$ cat src/rtl/irq_sense_pkg.sv
package irq_sense_pkg;
  localparam int ADDR_W = 10;
  localparam int DATA_W = 8;
  localparam int IDX_W  = 8;

  typedef enum logic [1:0] {
    MODE_LVL  = 2'b00,
    MODE_FALL = 2'b01,
    MODE_RISE = 2'b10,
    MODE_BOTH = 2'b11
  } mode_e;

  localparam logic [1:0]        PAGE_PEND = 2'd0;
  localparam logic [1:0]        PAGE_PIN  = 2'd1;
  localparam logic [ADDR_W-1:0] SWI_ADDR  = 10'h200;
endpackage

$ cat src/rtl/irq_sync.sv
module irq_sync #(
  parameter int W = 8
) (
  input  logic         clk_i,
  input  logic         rst_ni,
  input  logic [W-1:0] d_i,
  output logic [W-1:0] q_o
);
  logic [W-1:0] s1_q, s2_q;

  always_ff @(posedge clk_i or negedge rst_ni) begin
    if (!rst_ni) begin
      s1_q <= '0;
      s2_q <= '0;
    end else begin
      s1_q <= d_i;
      s2_q <= s1_q;
    end
  end

  assign q_o = s2_q;
endmodule

$ cat src/rtl/irq_sense_cell.sv
module irq_sense_cell
  import irq_sense_pkg::*;
(
  input  logic  clk_i,
  input  logic  rst_ni,
  input  logic  smp_i,
  input  mode_e mode_i,
  input  logic  clr_i,
  output logic  pend_o,
  output logic  new_o
);
  logic prev_q, pend_q, new_q;
  logic evt, nxt;

  always_comb begin
    unique case (mode_i)
      MODE_FALL: evt = prev_q & ~smp_i;
      MODE_RISE: evt = ~prev_q & smp_i;
      MODE_BOTH: evt = prev_q ^ smp_i;
      default:   evt = 1'b0;
    endcase
    // level mode tracks the input; edge flags hold until cleared, event beats clear
    if (mode_i == MODE_LVL) nxt = smp_i;
    else                    nxt = evt | (pend_q & ~clr_i);
  end

  always_ff @(posedge clk_i or negedge rst_ni) begin
    if (!rst_ni) begin
      prev_q <= 1'b0;
      pend_q <= 1'b0;
      new_q  <= 1'b0;
    end else begin
      prev_q <= smp_i;
      pend_q <= nxt;
      new_q  <= nxt & ~pend_q;
    end
  end

  assign pend_o = pend_q;
  assign new_o  = new_q;
endmodule

$ cat src/rtl/irq_sense_unit.sv
module irq_sense_unit
  import irq_sense_pkg::*;
#(
  parameter int               N_SRC      = 72,
  parameter int               PIN_BASE   = 64,
  parameter logic [N_SRC-1:0] LEVEL_INIT = 72'h02_0000_0000_0000_0006
) (
  input  logic              clk_i,
  input  logic              rst_ni,
  input  logic [N_SRC-1:0]  src_i,
  input  logic              wr_en_i,
  input  logic [ADDR_W-1:0] addr_i,
  input  logic [DATA_W-1:0] wdata_i,
  output logic [DATA_W-1:0] rdata_o,
  output logic [N_SRC-1:0]  pend_o,
  output logic [N_SRC-1:0]  new_o,
  output logic              swi_o
);
  localparam int NUM_PINS = N_SRC - PIN_BASE;

  logic [N_SRC-1:0] smp;
  mode_e            mode [N_SRC];
  logic [1:0]       page;
  logic [IDX_W-1:0] idx;
  logic             wr_pend, wr_pin, wr_swi, swi_q;

  assign page    = addr_i[9:8];
  assign idx     = addr_i[IDX_W-1:0];
  assign wr_pend = wr_en_i && (page == PAGE_PEND);
  assign wr_pin  = wr_en_i && (page == PAGE_PIN);
  assign wr_swi  = wr_en_i && (addr_i == SWI_ADDR);

  irq_sync #(.W(N_SRC)) u_sync (
    .clk_i (clk_i),
    .rst_ni(rst_ni),
    .d_i   (src_i),
    .q_o   (smp)
  );

  for (genvar i = 0; i < N_SRC; i++) begin : g_src
    logic clr;
    assign clr = wr_pend && (idx == IDX_W'(i)) && (wdata_i == '0);

    if (i >= PIN_BASE) begin : g_pin
      mode_e mode_q;
      always_ff @(posedge clk_i or negedge rst_ni) begin
        if (!rst_ni)
          mode_q <= LEVEL_INIT[i] ? MODE_LVL : MODE_RISE;
        else if (wr_pin && (idx == IDX_W'(i - PIN_BASE)))
          mode_q <= mode_e'(wdata_i[3:2]);
      end
      assign mode[i] = mode_q;
    end else begin : g_fix
      assign mode[i] = LEVEL_INIT[i] ? MODE_LVL : MODE_RISE;
    end

    irq_sense_cell u_cell (
      .clk_i (clk_i),
      .rst_ni(rst_ni),
      .smp_i (smp[i]),
      .mode_i(mode[i]),
      .clr_i (clr),
      .pend_o(pend_o[i]),
      .new_o (new_o[i])
    );
  end

  always_ff @(posedge clk_i or negedge rst_ni) begin
    if (!rst_ni) swi_q <= 1'b0;
    else         swi_q <= wr_swi && wdata_i[0];
  end
  assign swi_o = swi_q;

  always_comb begin
    rdata_o = '0;
    if (page == PAGE_PEND) begin
      for (int i = 0; i < N_SRC; i++)
        if (idx == IDX_W'(i)) rdata_o = {{(DATA_W-1){1'b0}}, pend_o[i]};
    end else if (page == PAGE_PIN) begin
      for (int k = 0; k < NUM_PINS; k++)
        if (idx == IDX_W'(k)) rdata_o = {4'b0000, mode[PIN_BASE+k], 2'b00};
    end
  end
endmodule

$ cat config.mk
export PLATFORM = sky130hd
export DESIGN_NAME = irq_sense_unit
export DESIGN_NICKNAME = d
export VERILOG_FILES = /design/src/rtl/irq_sense_pkg.sv /design/src/rtl/irq_sync.sv /design/src/rtl/irq_sense_cell.sv /design/src/rtl/irq_sense_unit.sv
export SDC_FILE = /design/constraint.sdc
export NUM_CORES = 1
export LEC_CHECK = 0
export ABC_AREA = 1
export BUFFER_PORTS_ARGS = -buffer_cell sky130_fd_sc_hd__buf_2
export CORE_MARGIN = 2
export CORE_UTILIZATION = 37
export CTS_BUF_LIST = sky130_fd_sc_hd__clkbuf_8
export DETAILED_ROUTE_END_ITERATION = 6
export PLACE_DENSITY = 0.53
export SYNTH_ARGS = -nofsm -noshare
export SYNTH_HDL_FRONTEND = slang
export SYNTH_SLANG_ARGS = --single-unit
export TNS_END_PERCENT = 50
$ cat constraint.sdc
create_clock -name clk_i -period 6.25 [get_ports clk_i]
set_input_delay 0.3125 -clock clk_i [delete_from_list [all_inputs] [get_ports clk_i]]
set_output_delay 0.3125 -clock clk_i [all_outputs]
set_load 0.05 [all_outputs]
==> qor.yml <==
power:
  vdd_ir_drop_max_mv: 0.165
  pwr-share-clk_pct: 43.4
  switchingPower_mw: 1.16
  powerDensity_nw_per_um2: 295
  power_leakage_nw: 7.86
  p_comb_share_pct: 4.9
  seq_power_share_pct: 51.7
  p_int_mw: 3.77
  switching_share_pct: 23.6
clock_network:
  clk_pin_slew_ns: 0.05
  worstSkewPairLatency_ns: 0.60
  root_buffer: "clkbuf_8"
  clock_sinks: 375
  postCtsHoldBufs: 75
  cts_resized: 0
  cts_tree: "built"
  cts_setup_buffers: 0
  htree_levels: 3
  cts_made_buffers: 67
  clock_path_buffers: 3
yosys:
  async_reset_ff_share_pct: 100
  netlist_instances: 1213
  netlist_top_cells_area: "dfrtp_1, buf_4, o21ai_0, inv_1, o31ai_1"
  synth_cell_types: 34
  synth-warning-count: 0
  synth_top_area_cell: "dfrtp_1"
  synth_edf_count: 0
  avgSynthCellArea_um2: 11.5
  synth_top_area_share_pct: 66.0
  synth_area_um2: 14000
  synth_common_cells: "dfrtp_1, inv_1, buf_4, o21ai_0, nand2_1"
  synth-seq-cells: 375
  synth_ff_type: "dfrtp_1"
  ys_seq_area_share_pct: 67.3
  post-synth-top-count-cell: "dfrtp_1"
cells_and_area:
  fill_cells: 3579
  synthToLayoutAreaGrowth_pct: 19.8
  multi_input_area_um2: 2800
  drive_gt1_share_pct: 25.4
  seqCellArea_um2: 9390
  finalNetCount: 1553
global_route:
  grt_overflow: 0
  antenna_found_initial: 1
  grt_pass1_wl_mm: 54.9
  grt_pass1_vias: 9449
  grt_max_degree: 185
  track_usage_pct: 19.0
route:
  firstDrtPassIters: 5
  viasPerCell: 4.65
  drtIter0Drc: 558
  drt-total-wl_mm: 36.5
  drc: 0
  wire_per_inst_um: 18.3
  ant_nets: 0
  vias: 9281
floorplan:
  die-width_um: 198
  io_pins: 246
  design.core.area_um2: 37400
  dieArea_um2: 39300
  rows: 71
  start_util_pct: 37.3
  die_h_um: 198
setup_path:
  worstSetupEndpointType: "output pin"
  cp.required_ns: 5.94
  critPathLaunchType: "input pin"
  crit_top_cell: "nand2_1"
  crit_slowest_cell: "inv_2"
  crit_arrival_ns: 4.72
  max_stage_delay_ns: 0.26
  crit_fanout: 12
  criticalPathCategory: "in2out"
sta:
  rsz0062_at_grt: "no"
  tns_ns: 0
  final-hold-violation-count: 0
  finalSetupViolCount: 0
  fmax_mhz: 199
  finClkSkew_ns: 0.0221
  period_needed_ns: 5.03
  slew_violations: 0
  tightest_slew_ns: 1.03
  relSlewSlack_pct: 31.5
  fin_crit_sh_pct: 80.5
  timing.hold.ws_ns: 0.220
place:
  globalplace.congestion: 0.880
  portBuffers: 240
  post-dp-hpwl_mm: 26.6
worst_hold_path:
  hp-class: "in2reg"
outcome:
  status: "finished clean"
flow_run:
  drv_cap: 0
-- flip-flops by register name, indices dropped and copies added, names as in the netlist --
name and cells:
g_src.u_cell.new_o 72, g_src.g_pin.mode_q 16, u_sync.q_o 72, swi_o 1, u_sync.s1_q 72, g_src.u_cell.prev_q 70, g_src.u_cell.pend_o 72
-- metrics by stage --
stage / setup WS [ns] / util, % / total power, mW / cell area [um2] / instances
after global routing: 0.637 / 44.7 / 5.17 / 16700 / 1997
after detailed placement: 1.30 / 39.4 / 2.80 / 14700 / 1811
after global placement: 1.61 / 39.4 / 2.79 / 14700 / 1811
after floorplan: 2.55 / - / 2.68 / 14000 / 1217
after CTS: 1.25 / 44.7 / 5.02 / 16700 / 1997
final: 1.22 / 44.7 / 4.93 / 16700 / 1998
-- power groups by stage --
stage / Clock [mW] / Sequential [mW] / Combinational, mW
6_report: 2.14 / 2.55 / 0.242
4_1_cts: 2.22 / 2.55 / 0.245
2_1_floorplan: 0 / 2.58 / 0.106
3_3_place_gp: 0 / 2.59 / 0.204
3_5_place_dp: 0 / 2.59 / 0.208
5_1_grt: 2.34 / 2.56 / 0.271
-- logic make-up after synthesis --
kind of cell               after synthesis  synth area share [%]
AOI/OAI and AO/OA                      198                  8.39
buffers and inverters                  327                  12.8
adders and majority gates               16                  1.43
other                                    1                0.0269
and+or+nand+nor                        296                  10.0
DFF                                    375                  67.3
-- final cells by class --
class	count	area share [%]
clock buffer	79	6.50
antenna	1	0.0150
tap	511	3.82
inverter	163	3.66
multi-input combinational	515	16.7
sequential	375	56.2
clock inverter	32	0.980
timing repair buffer	322	12.1
-- worst max-delay path, delay by kind of cell --
family / cells / cell delay, ns
AND/OR/NAND/NOR: 42 / 3.65
AO/OA/AOI/OAI: 1 / 0.11
buffers and inverters: 4 / 0.62
-- cell usage in the layout (no fill, tap or decap), types with 7 or more instances in the layout --
| master | instances |
|---|---|
| inv_2 | 9 |
| inv_1 | 178 |
| nor2_1 | 49 |
| nand2_1 | 80 |
| a21oi_1 | 10 |
| nand4_1 | 14 |
| clkbuf_8 | 79 |
| o21ai_0 | 118 |
| dfstp_2 | 7 |
| ha_1 | 16 |
| o31ai_1 | 49 |
| nand2_2 | 7 |
| buf_2 | 239 |
| dlygate4sd3_1 | 75 |
| dfrtp_1 | 368 |
| nand3_1 | 50 |
| or2_2 | 11 |
| nor3_1 | 69 |
-- metal layers --
| layer | track usage [%] | up-vias | wire, um |
|---|---|---|---|
| met5 | 0 | - | 9 |
| met4 | 7.71 | 2 | 981 |
| met3 | 6.00 | 61 | 3020 |
| met2 | 29.0 | 365 | 17000 |
| met1 | 25.2 | 4565 | 15600 |
| li1 | - | 4288 | - |
-- worst paths after layout --
kind / slack, ns / to / startpoint / cells past startpoint
worst min register to register: 0.33 / u_sync.q_o[62] / u_sync.s1_q[62] / 0
worst max register to register: 4.72 / g_src[70].u_cell.new_o / u_sync.q_o[70] / 5
min in group asynchronous: 0.36 / u_sync.q_o[44] / rst_ni / 2
max in group asynchronous: 4.25 / u_sync.s1_q[71] / rst_ni / 3
worst max-delay path: 1.22 / rdata_o[0] / addr_i[4] / 47
worst min-delay path: 0.22 / g_src[70].g_pin.mode_q[0] / wdata_i[2] / 3
No activity file was read; power rests on OpenSTA's default activity.
